File: src/rtl/wdt_keyed.sv
module wdt_keyed #(
  parameter logic [31:0] KEY_VAL  = 32'h0051F15E,
  parameter logic [31:0] FEED_VAL = 32'h0D09F00D,
  parameter logic [15:0] CMP_INIT = 16'hBEEF,
  parameter int          CNT_W    = 31,
  parameter int          VIEW_W   = 16
) (
  input  logic        clk,
  input  logic        rst_n,
  input  logic        tick_en,
  input  logic        core_awake,
  input  logic        bus_we,
  input  logic [5:0]  bus_addr,
  input  logic [31:0] bus_wdata,
  output logic [31:0] bus_rdata,
  output logic        irq,
  output logic        rst_req
);
  localparam logic [5:0] OFS_CFG  = 6'h00;
  localparam logic [5:0] OFS_CNT  = 6'h08;
  localparam logic [5:0] OFS_VIEW = 6'h10;
  localparam logic [5:0] OFS_FEED = 6'h18;
  localparam logic [5:0] OFS_KEY  = 6'h1C;
  localparam logic [5:0] OFS_CMP  = 6'h20;

  logic [CNT_W-1:0]  cnt;
  logic [VIEW_W-1:0] cmp;
  logic [3:0]        scale;
  logic              rst_en, zero_cmp, run_all, run_awake, pend;
  logic              unlock, hit_d;

  wire [CNT_W-1:0]  shifted = cnt >> scale;
  wire [VIEW_W-1:0] view    = shifted[VIEW_W-1:0];
  wire              hit     = view >= cmp;
  wire              run     = run_all | (run_awake & core_awake);

  wire wr_cfg  = bus_we & unlock & (bus_addr == OFS_CFG);
  wire wr_cnt  = bus_we & unlock & (bus_addr == OFS_CNT);
  wire wr_feed = bus_we & unlock & (bus_addr == OFS_FEED);
  wire wr_cmp  = bus_we & unlock & (bus_addr == OFS_CMP);
  wire wr_key  = bus_we & (bus_addr == OFS_KEY) & (bus_wdata == KEY_VAL);
  wire consume = wr_cfg | wr_cnt | wr_feed | wr_cmp;

  always_ff @(posedge clk) begin
    if (!rst_n) begin
      cnt <= '0;
      cmp <= CMP_INIT;
      {scale, rst_en, zero_cmp, run_all, run_awake, pend} <= '0;
      unlock  <= 1'b0;
      hit_d   <= 1'b0;
      rst_req <= 1'b0;
    end else begin
      hit_d   <= hit;
      rst_req <= hit & ~hit_d & rst_en;

      if (wr_cnt)                                cnt <= bus_wdata[CNT_W-1:0];
      else if (wr_feed && bus_wdata == FEED_VAL) cnt <= '0;
      else if (hit && zero_cmp)                  cnt <= '0;
      else if (run && tick_en)                   cnt <= cnt + 1'b1;

      if (wr_cfg) begin
        scale     <= bus_wdata[3:0];
        rst_en    <= bus_wdata[8];
        zero_cmp  <= bus_wdata[9];
        run_all   <= bus_wdata[12];
        run_awake <= bus_wdata[13];
      end
      if (hit)         pend <= 1'b1;
      else if (wr_cfg) pend <= bus_wdata[28];

      if (wr_cmp) cmp <= bus_wdata[VIEW_W-1:0];

      if (consume)     unlock <= 1'b0;
      else if (wr_key) unlock <= 1'b1;
    end
  end

  always_comb begin
    case (bus_addr)
      OFS_CFG:  bus_rdata = {3'b0, pend, 14'b0, run_awake, run_all, 2'b0,
                             zero_cmp, rst_en, 4'b0, scale};
      OFS_CNT:  bus_rdata = 32'(cnt);
      OFS_VIEW: bus_rdata = 32'(view);
      OFS_KEY:  bus_rdata = {31'b0, unlock};
      OFS_CMP:  bus_rdata = 32'(cmp);
      default:  bus_rdata = '0;
    endcase
  end

  assign irq = pend;
endmodule

File: config.mk
export PLATFORM = sky130hd
export DESIGN_NAME = wdt_keyed
export DESIGN_NICKNAME = d
export VERILOG_FILES = /design/src/rtl/wdt_keyed.sv
export SDC_FILE = /design/constraint.sdc
export NUM_CORES = 1
export LEC_CHECK = 0
export ABC_AREA = 1
export BUFFER_PORTS_ARGS = -buffer_cell sky130_fd_sc_hd__buf_2
export CORE_MARGIN = 1
export CORE_UTILIZATION = 40
export DETAILED_ROUTE_END_ITERATION = 8
export PLACE_DENSITY = 0.67
export SLEW_MARGIN = 25
export SYNTH_ARGS = -nofsm -noshare
export SYNTH_HDL_FRONTEND = slang
export SYNTH_SLANG_ARGS = --single-unit
File: constraint.sdc
create_clock -name clk -period 3.4 [get_ports clk]
set_input_delay 0.68 -clock clk [delete_from_list [all_inputs] [get_ports clk]]
set_output_delay 0.68 -clock clk [all_outputs]
set_load 0.03 [all_outputs]
Word level (Yosys, flattened, before mapping)
Index checks and enable logic that the tools add are counted.
{ "op_classes": {"addsub": 1, "n_lt_le_gt_ge": 1, "n_eq_ne": 7, "shifts": 1, "muxes": 7, "bitwise_logic": 16, "n_reduce_logical": 7} }
{ "op_table": {"columns": ["cell", "n"], "rows": [
  ["$pmux W31 S5", 1],
  ["$mux W31", 4],
  ["$eq A32 B23 Y1 const B", 1],
  ["$eq A32 B28 Y1 const B", 1],
  ["$add A31 B1 Y31 const B", 1],
  ["$shr A31 B4 Y16", 1],
  ["$eq A6 B5 Y1 const B", 3],
  ["$ge A16 B16 Y1", 1],
  ["$and A1 B1 Y1", 10],
  ["$eq A6 B4 Y1 const B", 1],
  ["$eq A6 B6 Y1 const B", 1],
  ["$logic_not A6 Y1", 1],
  ["$or A1 B1 Y1", 4],
  ["$reduce_bool A4 Y1", 1],
  ["$logic_and A1 B1 Y1", 3],
  ["$mux W1", 2],
  ["$not A1 Y1", 2],
  ["$reduce_bool A2 Y1", 1],
  ["$reduce_or A2 Y1", 1]
]} }
{ "word_totals": {"register_bits": 59, "in_bits": 43, "out_inout_bits": 34, "wordCells": 51} }

Longest topological paths before layout
Gate-level depths: netlist of the first run.
{ "logic_depth": {"word_depth": 7, "mapped_depth": 24, "depth_no_buf": 22} }

Worst setup path before layout of the first run
OpenSTA, ideal clock, no wires.
{ "synth_path": {"kind": "input-to-output", "from": "in bus_addr[1]", "to": "out bus_rdata[10]", "arrival_time_ps": 1993, "required_ps": 2720, "setup_slack_ps": 727, "path_stages": 6, "path_buffers": 1, "cell_sequence": "nor2_2 -> nand3_2 -> nor2_1 -> nand2_1 -> clkbuf_1 -> o221ai_1"} }
{ "synth_via": {"elab_chain_len": 2, "word_cells_on_any_way": 6, "cone_classes": "4 x eq/ne; 1 x mux; 1 x reduce/logical"} }
{ "synth_lines": {"columns": ["item", "line_no", "text"], "rows": [
  ["from (decl)", "13", "input logic [5:0] bus_addr,"],
  ["$eq A6 B6 Y1 (tied with other cells)", "79", "case (bus_addr)"],
  ["$pmux W31 S5 *", "79", null],
  ["to (decl)", "15", "output logic [31:0] bus_rdata,"]
]} }
Mark *: on every way between the ends. The rest lies on a longest branch, timed or not.

Final worst setup path of the first run
{ "layout_path": {"from": "reg scale[1]", "to": "reg cnt[25]"} }
{ "layout_via": {"elab_chain_len": 6, "word_cells_on_any_way": 7, "cone_classes": "1 x order compare; 1 x shift; 3 x mux; 2 x reduce/logical"} }
{ "layout_lines": {"columns": ["item", "line_no", "text"], "rows": [
  ["from (decl)", "28", "logic [3:0] scale;"],
  ["from (signal assigned)", "62", "scale <= bus_wdata[3:0];"],
  ["$shr A31 B4 Y16 *", "32", "wire [CNT_W-1:0] shifted = cnt >> scale;"],
  ["$ge A16 B16 Y1 *", "34", "wire hit = view >= cmp;"],
  ["$logic_and A1 B1 Y1 *", "58", "else if (hit && zero_cmp) cnt <= '0;"],
  ["$mux W31", "58", null],
  ["$mux W31", "57", "else if (wr_feed && bus_wdata == FEED_VAL) cnt <= '0;"],
  ["$mux W31", "56", "if (wr_cnt) cnt <= bus_wdata[CNT_W-1:0];"],
  ["to (signal assigned)", "56", null],
  ["to (signal assigned)", "59", "else if (run && tick_en) cnt <= cnt + 1'b1;"],
  ["to (decl)", "26", "logic [CNT_W-1:0] cnt;"]
]} }
Marks and branches as above.
A chain may end at the register's enable or synchronous reset.

==> summary.md, run 1 <==
| Metric | Value |
|---|---|
| Outcome | finished clean |
| Hold crit path type | reg -> reg |
| Tmin final | approximately 3 ns |
| 1st-pass router iterations | 5 |
| Detailed Route Iter0 Violations | between 700 and 800 |
| Average size of a mapped cell | 5.491 µm² |
| Num ports | a little under 80 |
| Max incr delay on CP | 0.41 ns |
| Worst Hold Slack | about 0.39 ns |
| Wire per inst | approximately 16 µm |
| Syn-to-layout area delta | 15.43% |
| Critical path's top delay family | simple AND/OR/NAND/NOR gates |
| Via count | roughly 7100 |
| CP max FO | 38 |
| CTS H-tree depth | 3 |
| Grt ovf | 0 |
| Max-cap violation count | 0 |
| Reg power frac | 41.3% |
| Placed cells | 1289 |
| Slew margin rel. | 55.13% |
| Skew final | between 0.007 and 0.008 ns |
| Die area | 14980 µm² |
| Final Setup Violations | 0 |
| Clock root cell | clkbuf_16 |
| Pre-CTS setup slack | just under 0.3 ns |
| Crit start category | flop |
| Routed Antenna Nets | 0 |
| Hold path cells | 1 |
| Pint | approximately 1.2 mW |
| Reg-to-Reg End | cnt[25] |
| Reg area | approximately 1200 µm² |
| Hold Crit Endpoint | rst_req |
| Sequential area share after synthesis | about a fifth |
| Asr flop ratio synth | 0% |
| Buf/Inv on CP | 3 |
| Critical Path End Type | flop |
| WL final | approximately 21000 µm |
| Global-route wire length before repair | ~34000 µm |
| DP HPWL | ~16000 µm |
| Final hold vios | 0 |
| Row count | between 40 and 50 |
| Switch share | around 26% |
| Share of cells above drive strength 1 | about 14% |
| Combinational group share of total power | under 10% |
| R2R cell count | 20 |
| Pin count of the biggest net entering global routing | 43 |
| CTS tree | built |
| Slew Limit Fails | 0 |
| Slowest CP cell | mux2i_1 |
| P per Cell Area | about 250 nW/µm² |
| Starting density of the core | 41.45% |
| Netlist cell types | 39 |
| Yosys warns | 0 |
| Maximum VDD drop | between 0.15 and 0.2 mV |
| Num CTS Buffers | 9 |
| Vias/cell | roughly 5.4 |
| # fillers | ~1500 |
| Post-synthesis instance area | ~5800 µm² |
| Static Leakage | approximately 3.3 nW |
| Final WS setup | slightly above 0.3 ns |
| Crit share post-route | 90.92% |
| Transition time of the tightest slew-check pin | about 0.67 ns |
| Max Freq | around 0.32 GHz |
| Net Switching | ~0.43 mW |
| FF-to-FF setup slack | just over 0.3 ns |
| Die height | roughly 120 µm |
| Crit path required time | 3.64 ns |
| Top FF cell, synth | dfxtp_1 |
| Syn nets | 1116 |
| Utilization after layout | roughly 48% |
| Core Region | approximately 14000 µm² |
| Worst-path clk slew | 0.06 ns |
| Final Non-Filler Cells | around 1300 |
| FF-to-FF Start | scale[1] |
| Multi-input gate area | ~4000 µm² |
| Hold_buf cts | 0 |
| Cells along the critical path | inv_2, mux2i_1, o21ai_1, nor2_1, a31oi_2, ha_1, nand2_1, inv_1, nand2_1, nand2_1, nand2_1, nand2_1, nand2_1, nand2_1, nand2_2, buf_12, nand2_1, nand2_1, nor2_1, nor2_1 |
| Most frequent cell on the critical path | nand2_1 |
| Post-synth EDFFs | 0 |
| RSZ-0062 raised after global routing | false |
| Clock Latency Late Sink | between 0.3 and 0.4 ns |
| Final TNS setup | 0 ns |
| Port Buffers | 75 |
| Inserted Diodes | 0 |
| Clock Tree Buf Depth | 2 |
| Sink Count | 59 |
| Clock power share | a little over half |
| Crit path DAT | ~3.3 ns |
| Residual DRC | 0 |
| GRT Total Usage | between 20% and 30% |
| Hold Startpoint | hit_d |
| Yosys reg bits | 59 |
| Synthesized instance count | roughly 1100 |
| GPL Wtd Cong | approximately 1 |
| Critical path type | reg -> reg |
| Die W | around 120 µm |
| Final nets | between 1000 and 1500 |
| Initial antenna violation count | 0 |
| Vias in the first global route | between 6000 and 7000 |
[cell type report]
cell class / count / share of cell area [%]
inverters: 103 / 5.777
multi-input cells: 841 / 59.39
clock inverters: 4 / 0.3926
flip-flops and latches: 59 / 17.67
well taps: 180 / 3.365
clock buffers: 11 / 3.776
repair buffers: 107 / 9.628
[logic make-up after synthesis]
kind of cell / synth area share [%]
fa+ha+maj: 3.668
compound gates: 15.11
simple gates: 47.48
mux: 0.8632
flops: 20.37
other cells: 0.06468
buf+inv: 11.24
xor+xnor: 1.209
[placed cells by master (no fill, tap or decap), drive strengths merged, types with 4 or more instances in the layout]
cell type  instances
buf              107
o21a               4
nand4             39
a31oi              8
clkbuf            11
o211ai            21
xor2               8
inv              103
mux2i              5
dfxtp             59
o22ai              9
ha                17
nand2            376
o21ai             77
nand3             61
a21oi             30
nor2             169
[registers in the layout, summed over array words and instances (netlist names)]
register / cells
rst_req: 1
run_awake: 1
zero_cmp: 1
scale: 4
rst_en: 1
unlock: 1
run_all: 1
cmp: 16
cnt: 31
hit_d: 1
irq: 1
[repair_timing]
action                                  CTS  global route
buffers inserted                          0             1
endpoints found under the hold margin     0             0
gates resized for setup                   0             8
endpoints found under the setup margin    0            27
[metrics by stage]
stage | instance area [µm²] | total power, mW
floorplan | 5798 | 0.7406
global placement | 6391 | 0.7956
detailed placement | 6391 | 0.7960
CTS | 6670 | 1.669
global route | 6693 | 1.714
finish | 6693 | 1.676
[worst register-to-register path, cell delays in order, from the launching register on]
cell and delay (ns):
dfxtp_1 0.31, inv_2 0.33, mux2i_1 0.42, o21ai_1 0.13
nor2_1 0.25, a31oi_2 0.10, ha_1 0.35, nand2_1 0.05
inv_1 0.04, nand2_1 0.04, nand2_1 0.07, nand2_1 0.05
nand2_1 0.08, nand2_1 0.06, nand2_1 0.11, nand2_2 0.10
buf_12 0.18, nand2_1 0.10, nand2_1 0.05, nor2_1 0.12
nor2_1 0.05
[worst max-delay path by stage]
stage	slack [ns]	cells past startpoint	startpoint	end
CTS	0.23	21	cnt[11]	cnt[9]
global placement	0.28	21	cnt[11]	cnt[16]
finish	0.31	20	scale[1]	cnt[25]
floorplan	0.73	6	bus_addr[1]	bus_rdata[10]
global route	0.002	19	cnt[17]	cnt[25]
detailed placement	0.29	19	cnt[15]	cnt[16]
[power by group through the flow]
stage	logic [mW]	registers, mW	clock network, mW
6_report	0.0922	0.691	0.892
5_1_grt	0.0986	0.691	0.924
4_1_cts	0.0899	0.692	0.888
3_5_place_dp	0.0895	0.707	0
3_3_place_gp	0.0890	0.707	0
2_1_floorplan	0.0341	0.707	0
[cell usage after synthesis (all sizes together) (2+ instances only)]
cell | count | area (µm²)
a21oi | 30 | 150.1
a31oi | 8 | 50.05
and2 | 2 | 12.51
buf | 34 | 183.9
clkbuf | 19 | 81.32
dfxtp | 59 | 1181
ha | 17 | 212.7
inv | 103 | 386.6
mux2i | 5 | 50.05
nand2 | 376 | 1421
nand3 | 61 | 327.8
nand4 | 39 | 244.0
nor2 | 169 | 689.4
nor3 | 2 | 10.01
nor4 | 3 | 18.77
o211ai | 21 | 157.7
o21a | 4 | 30.03
o21ai | 77 | 385.4
o221ai | 2 | 17.52
o22ai | 9 | 56.30
or2 | 2 | 12.51
xor2 | 8 | 70.07
[routing by layer]
metal	vias up	part of all wire, %	wire length [µm]	track usage [%]
li1	3536	-	-	-
met1	3123	42	9087	39.90
met2	395	44	9377	45.22
met3	54	10	2248	5.901
met4	0	3.6	780	11.74
met5	-	0	0	0
No activity file was read; power rests on OpenSTA's default activity.
==> run 2: changes to the inputs <==
--- a/config.mk
+++ b/config.mk
@@ -5,12 +5,11 @@
 export SDC_FILE = /design/constraint.sdc
 export NUM_CORES = 1
 export LEC_CHECK = 0
-export ABC_AREA = 1
 export BUFFER_PORTS_ARGS = -buffer_cell sky130_fd_sc_hd__buf_2
 export CORE_MARGIN = 1
 export CORE_UTILIZATION = 40
 export DETAILED_ROUTE_END_ITERATION = 8
-export PLACE_DENSITY = 0.67
+export PLACE_DENSITY_LB_ADDON = 0.05
 export SLEW_MARGIN = 25
 export SYNTH_ARGS = -nofsm -noshare
 export SYNTH_HDL_FRONTEND = slang
==> run 2 against run 1 <==
Net effect: clock skew fell by 0.00061 ns; clock power down 0.9%; first-iteration DRC count is 6.0% higher; global-route usage is 2.7 points higher; combinational power up 33%; critical path depth down 7; worst setup slack got worse by 0.28 ns; final cell count is 27% lower; count of clock-buffer cells in the layout up 2; total power increased by 1.3%; critical path type unchanged.
==> summary.md, run 2 <==
| Metric | Value |
|---|---|
| Hold crit path type | reg -> reg |
| Commonest non-fill, non-tap cell in the layout | nand2_1 |
| Die height | 116.7 µm (-4.7%) |
| Yosys warns | 0 (unchanged) |
| CTS tree | built |
| Vias in the first global route | 5440 (-13%) |
| Top reg by flops | cnt |
| Synth Area in Simple Gates | 23.69% (-24 points) |
| Post-synthesis instance area | 5261 µm² (-9.3%) |
| Xor/xnor share of the synthesized area | 0.8323% (-0.38 points) |
| Critical Path End Type | flop |
| Syn nets | 732 (-34%) |
| Sink Count | 59 (unchanged) |
| Synthesized instance count | 672 (-36%) |
| Final nets | 835 (-29%) |
| Syn-to-layout area delta | 29.80% |
| Sequential area share after synthesis | 22.45% (+2.1 points) |
| Regs by FF count | cnt: 31 flops, cmp: 16 flops, scale: 4 flops |
| P per Cell Area | 248.6 nW/µm² (-0.71%) |
| Largest register FFs | 31 (unchanged) |
| Num CTS Buffers | 9 (unchanged) |
| Row count | 41 (-4.7%) |
| Die area | 13620 µm² (-9.1%) |
| Clock Latency Late Sink | 0.34 ns (about the same) |
| Final TNS setup | 0 ns (unchanged) |
| Wire per inst | 22.82 µm (+39%) |
| Clock Tree Buf Depth | 2 (unchanged) |
| Asr flop ratio synth | 0% (unchanged) |
| Global-route wire length before repair | 31930 µm (-5.2%) |
| Detailed Route Iter0 Violations | 791 (+6.0%) |
| Crit path required time | 3.63 ns (about the same) |
| Most frequent cells in the layout | 90 x nand2_1, 75 x buf_2, 64 x buf_4 |
| Yosys reg bits | 59 (unchanged) |
| CP max FO | 9 (-76%) |
| Die W | 116.7 µm (-4.7%) |
| Static Leakage | 2.862 nW (-12%) |
| Synth top cells by count | 90 x nand2_1, 59 x dfxtp_1, 50 x nor2_1 |
| Max Freq | 0.2968 GHz (-8.2%) |
| GPL Wtd Cong | 0.9749 (-2.2%) |
| Slew margin rel. | 35.32% (-20 points) |
| Largest family of logic cells by synthesized area | compound AO/OA/AOI/OAI gates |
| Top FF cell, synth | dfxtp_1 |
| Routed Antenna Nets | 0 (unchanged) |
| Via count | 6083 (-14%) |
| Crit share post-route | 99.10% (+8.2 points) |
| Final Setup Violations | 0 (unchanged) |
| Reg power frac | 40.7% (-0.6 points) |
| Post-synth top area cell | dfxtp_1 |
| Crit path DAT | 3.60 ns (+0.27 ns) |
| Complex-gate fraction of the synthesized area | 26.35% (+11 points) |
| Residual DRC | 0 (unchanged) |
| Pre-CTS setup slack | -0.06945 ns (-0.3634 ns) |
| Tmin final | 3.369 ns (+0.2778 ns) |
| Clock root cell | clkbuf_16 |
| DP HPWL | 15570 µm (-4.4%) |
| Pin count of the biggest net entering global routing | 38 (-12%) |
| Synth Area in Adders | 4.043% (+0.37 points) |
| Post-synth EDFFs | 0 (unchanged) |
| Port Buffers | 75 (unchanged) |
| Post-synth top area share | 22.45% (-1.6 points) |
| Skew final | 0.006892 ns (-0.0006146 ns) |
| Starting density of the core | 41.36% (-0.094 points) |
| Worst-path clk slew | 0.05 ns (about the same) |
| Final hold vios | 0 (unchanged) |
| Average size of a mapped cell | 7.829 µm² (+43%) |
| Inserted Diodes | 0 (unchanged) |
| Num ports | 77 (unchanged) |
| Net Switching | 0.4170 mW (-2.6%) |
| Grt ovf | 0 (unchanged) |
| 1st-pass router iterations | 6 (+1) |
| Final WS setup | 0.03077 ns (-0.2778 ns) |
| Synth area leaders | dfxtp_1 22%, nand2_1 6.4%, mux4_2 6.0%, mux2i_1 5.9%, mux2_2 4.1% |
| Outcome | finished clean |
| Transition time of the tightest slew-check pin | 0.9650 ns (+0.2927 ns) |
| Max-cap violation count | 0 (unchanged) |
| Core Region | 12720 µm² (-9.1%) |
| GRT Total Usage | 32.11% (+2.7 points) |
| Top-count cell post-synth | nand2_1 |
| Combinational group share of total power | 7.3% (+1.8 points) |
| Critical path type | reg -> reg |
| Maximum VDD drop | 0.1890 mV (-5.4%) |
| Initial antenna violation count | 0 (unchanged) |
| Post-synthesis mux area share | 15.96% (+15 points) |
| Pint | 1.281 mW (+2.7%) |
| Slew Limit Fails | 0 (unchanged) |
| RSZ-0062 raised after global routing | true |
| Crit start category | flop |
| Clock power share | 52.1% (-1.1 points) |
| Netlist cell types | 62 (+59%) |
| Vias/cell | 6.396 (+17%) |
| CTS H-tree depth | 3 (unchanged) |
| WL final | 21700 µm (+0.96%) |
| Switch share | 24.56% (-0.99 points) |
| Utilization after layout | 53.68% (+5.8 points) |
| Share of cells above drive strength 1 | 30.17% (+16 points) |
[run 2: changes by cell type in the layout (fill, tap and decap cells not counted), moves of 15 or more]
cell and delta:
a2bb2oi_1 +15, a31oi_1 +15, and2_1 +17, buf_4 +35, inv_1 -74, mux2_2 +17, mux2i_1 +23, nand2_1 -282
nand3_1 -31, nand4_1 -26, nor2_1 -107, o21ai_0 -46, o21ai_1 -19
[run 2: path summary, 6_finish.rpt]
path | start | endpoint | slack, ns | cells past startpoint
max reg2reg | scale[0] | cnt[18] | 0.03 | 13
max | scale[0] | cnt[18] | 0.03 | 13
min | cmp[8] | cmp[8] | 0.48 | 2
min reg2reg | cmp[8] | cmp[8] | 0.48 | 2
[run 2: cell families (layout without fill, tap and decap cells)]
kind of cell | count (synthesis) | after routing
XOR/XNOR | 5 | 5
other | 1 | 1
AND/OR/NAND/NOR | 251 | 251
adder cells (fa/ha/maj) | 17 | 17
multiplexers | 64 | 64
buffers and inverters | 85 | 192
flip-flops | 59 | 59
AO/OA/AOI/OAI | 190 | 190
[run 2: worst max-delay path: stages (launching register included)]
cell       delay (ns)
dfxtp_4          0.37
buf_12           0.13
mux4_2           0.51
mux2_4           0.30
nor2_1           0.09
a31oi_1          0.08
ha_1             0.36
nand4_1          0.11
or3_4            0.38
o22a_4           0.28
buf_12           0.16
clkbuf_16        0.16
a32o_1           0.23
o21a_1           0.10
[run 2: repair_timing]
action | CTS | global route
gates resized for setup | 3 | 29
pin swaps | 2 | 9
gates cloned | 1 | 4
hold buffers | 0 | 0
buffers inserted | 0 | 5
endpoints found under the setup margin | 14 | 33
[run 2: layer usage]
layer	vias up	share of wire, %	track usage, %	routed length [µm]
met5	-	0	0	0
met4	0	4.3	15.11	924
met3	66	8.9	5.241	1936
met2	350	43	48.05	9351
met1	2917	44	44.93	9486
li1	2750	-	-	-
[run 2: final cells by class]
cell class	count	area (µm²)
multi-input cells	528	3908
clock buffers	13	270.3
flip-flops and latches	59	1189
clock inverters	2	10.01
well taps	172	215.2
inverters	25	93.84
repair buffers	152	1144
fillers	1262	5893
[run 2: power groups by stage]
stage          logic (mW)  registers, mW  clock network, mW
3_3_place_gp        0.117          0.707                  0
5_1_grt             0.128          0.690              0.928
4_1_cts             0.119          0.692              0.897
3_5_place_dp        0.119          0.707                  0
6_report            0.123          0.690              0.884
2_1_floorplan      0.0461          0.707                  0
[run 2: stage by stage]
step	power, mW	instance area (µm²)	cells	hold slack (ns)
floorplan	0.7526	5268	672	0.4490
global placement	0.8240	6203	926	0.4620
detailed placement	0.8255	6203	926	0.4695
CTS	1.708	6529	942	0.4763
global route	1.746	6829	951	0.5088
finish	1.698	6829	951	0.4769
==> run 3: changes to the inputs <==
--- a/config.mk
+++ b/config.mk
@@ -7,7 +7,7 @@
 export LEC_CHECK = 0
 export BUFFER_PORTS_ARGS = -buffer_cell sky130_fd_sc_hd__buf_2
 export CORE_MARGIN = 1
-export CORE_UTILIZATION = 40
+export CORE_UTILIZATION = 59
 export DETAILED_ROUTE_END_ITERATION = 8
 export PLACE_DENSITY_LB_ADDON = 0.05
 export SLEW_MARGIN = 25
==> run 3 against run 2 <==
Net effect: the flow now finishes with violations (negative setup slack); sequential cell count did not move; critical path depth increased by 1; fmax decreased by 1.9%.
==> summary.md, run 3 (synthesis results as in run 2) <==
| Metric | Value |
|---|---|
| Max-cap violation count | 0 (unchanged) |
| Share of cells above drive strength 1 | 29.52% (-0.65 points) |
| Via count | 6253 (+2.8%) |
| Reg area | 1189 µm² (unchanged) |
| Num CTS Buffers | 9 (unchanged) |
| Critical path type | reg -> reg |
| WL final | 20370 µm (-6.1%) |
| Commonest non-fill, non-tap cell in the layout | nand2_1 |
| GRT Total Usage | 42.38% (+10 points) |
| Tmin final | 3.433 ns (+0.06389 ns) |
| Syn-to-layout area delta | 25.21% |
| R2R cell count | 14 (+1) |
| Most frequent cells in the layout | 90 x nand2_1, 76 x buf_2, 57 x dfxtp_1 |
| Global-route wire length before repair | 28780 µm (-9.9%) |
| Transition time of the tightest slew-check pin | 1.046 ns (+0.08081 ns) |
| Grt ovf | 0 (unchanged) |
| Crit share post-route | 101.0% (+1.9 points) |
| CP max FO | 16 (+7) |
| Violated checks | negative setup slack |
| Wire per inst | 23.23 µm (+1.8%) |
| Maximum VDD drop | 0.1844 mV (-2.5%) |
| Residual DRC | 0 (unchanged) |
| Placed Area | 5966 µm² (-3.8%) |
| Top reg by flops | cnt |
| RSZ-0062 raised after global routing | true |
| Largest register FFs | 31 (unchanged) |
| FF-to-FF setup slack | -0.03 ns (-0.06 ns) |
| Slew margin rel. | 30.20% (-5.1 points) |
| Skew final | 0.01743 ns (+0.01053 ns) |
| Crit start category | flop |
| Starting density of the core | 60.63% (+19 points) |
| Hold Startpoint | cmp[8] |
| Final Setup Violations | 7 (+7) |
| Max Freq | 0.2913 GHz (-1.9%) |
| Sink Count | 59 (unchanged) |
| Vias/cell | 7.130 (+11%) |
| Hold Crit Endpoint | cmp[8] |
| Row count | 34 (-17%) |
| CTS H-tree depth | 3 (unchanged) |
| Crit path DAT | 3.68 ns (+0.08 ns) |
| Die height | 96.43 µm (-17%) |
| Vias in the first global route | 5245 (-3.6%) |
| Cell area after layout | 6588 µm² (-3.5%) |
| Static Leakage | 2.747 nW (-4.0%) |
| Inserted Diodes | 0 (unchanged) |
| Clock Latency Late Sink | 0.36 ns (+0.02 ns) |
| Outcome | finished, violations left |
| Routed Antenna Nets | 0 (unchanged) |
| Critical Path End Type | flop |
| Crit path required time | 3.65 ns (+0.02 ns) |
| Worst-path clk slew | 0.08 ns (+0.03 ns) |
| CTS tree | built |
| DP HPWL | 14240 µm (-8.6%) |
| Clock Tree Buf Depth | 2 (unchanged) |
| FF-to-FF Start | scale[1] |
| GPL Wtd Cong | 0.9669 (-0.82%) |
| Core Region | 8678 µm² (-32%) |
| Die W | 96.43 µm (-17%) |
| Hold crit path type | reg -> reg |
| Regs by FF count | cnt: 31 flops, cmp: 16 flops, scale: 4 flops |
| Multi-input gate area | 3930 µm² (+0.58%) |
| Clock root cell | clkbuf_8 |
| Reg-to-Reg End | cnt[6] |
| Final nets | 824 (-1.3%) |
| P per Cell Area | 237.4 nW/µm² (-4.5%) |
| Initial antenna violation count | 0 (unchanged) |
| # fillers | 655 (-48%) |
| Detailed Route Iter0 Violations | 802 (+1.4%) |
| Worst Hold Slack | 0.4935 ns (+0.01658 ns) |
| Num ports | 77 (unchanged) |
| Pin count of the biggest net entering global routing | 34 (-11%) |
| Hold path cells | 2 (unchanged) |
| Die area | 9299 µm² (-32%) |
| Slew Limit Fails | 0 (unchanged) |
| Final hold vios | 0 (unchanged) |
| Port Buffers | 75 (unchanged) |
| 1st-pass router iterations | 6 (unchanged) |
| Final WS setup | -0.03313 ns (-0.06389 ns) |
-- run 3: cell count changes in the layout (fill, tap and decap cells not counted), sizes merged --
cell	change
bufinv	+2
inv	+2
o22a	+1
buf	-12
clkbuf	-4
clkinvlp	+1
-- run 3: where the power goes --
group / internal, mW / switching, mW
Combinational: 0.0416 / 0.0733
Sequential: 0.689 / 0.0000000000000000383
Clock: 0.418 / 0.343
-- run 3: stage by stage --
stage | utilization (%) | setup slack [ns] | TNS [ns] | instances | power (mW)
2_1_floorplan | - | 0.004255 | 0 | 672 | 0.7526
3_3_place_gp | 68.74 | -0.02528 | -0.02528 | 846 | 0.8135
3_5_place_dp | 68.74 | -0.1624 | -0.4715 | 846 | 0.8162
4_1_cts | 71.47 | 0.005449 | 0 | 862 | 1.557
5_1_grt | 75.91 | -0.1081 | -2.122 | 877 | 1.592
6_report | 75.91 | -0.03313 | -0.1083 | 877 | 1.564
-- run 3: per-layer routing --
metal	up-vias	global-route usage, %	routed length (µm)
met5	-	0	0
met2	517	63.12	8846
met4	0	24.02	1277
met1	2881	57.33	7651
li1	2722	-	-
met3	133	8.059	2595
-- run 3: final cells by class --
class	instances	share of cell area (%)
Timing Repair Buffer	140	15.44
Clock inverter	7	1.500
Tap cell	108	2.051
Sequential cell	59	18.04
Multi-Input combinational cell	529	59.66
Inverter	25	1.425
Clock buffer	9	1.880
-- run 3: worst max-delay path: stages, from the launching register on --
cell and delay, ns:
dfxtp_4 0.37, buf_12 0.15, mux2_2 0.37, mux2i_1 0.22
mux2i_1 0.15, buf_4 0.15, o21a_1 0.22, ha_1 0.30
nand4_1 0.12, or3_4 0.44, o22a_4 0.31, buf_12 0.15
clkbuf_16 0.17, o211ai_1 0.10, a2bb2oi_1 0.11
-- run 3: worst max path at each step --
stage | to | slack (ns) | startpoint
5_1_grt | cnt[13] | -0.11 | scale[1]
4_1_cts | cnt[9] | 0.005 | scale[1]
6_report | cnt[6] | -0.03 | scale[1]
3_3_place_gp | cnt[9] | -0.03 | scale[1]
3_5_place_dp | cnt[9] | -0.16 | scale[1]
2_1_floorplan | cnt[17] | 0.004 | scale[0]
-- run 3: what timing repair did --
action / 4_1_cts / 5_1_grt
pin swaps: 1 / 12
cloned: 0 / 6
setup endpoints to repair: 16 / 30
resized for setup: 3 / 34
buffers inserted: 0 / 9
hold buffers: 0 / 0
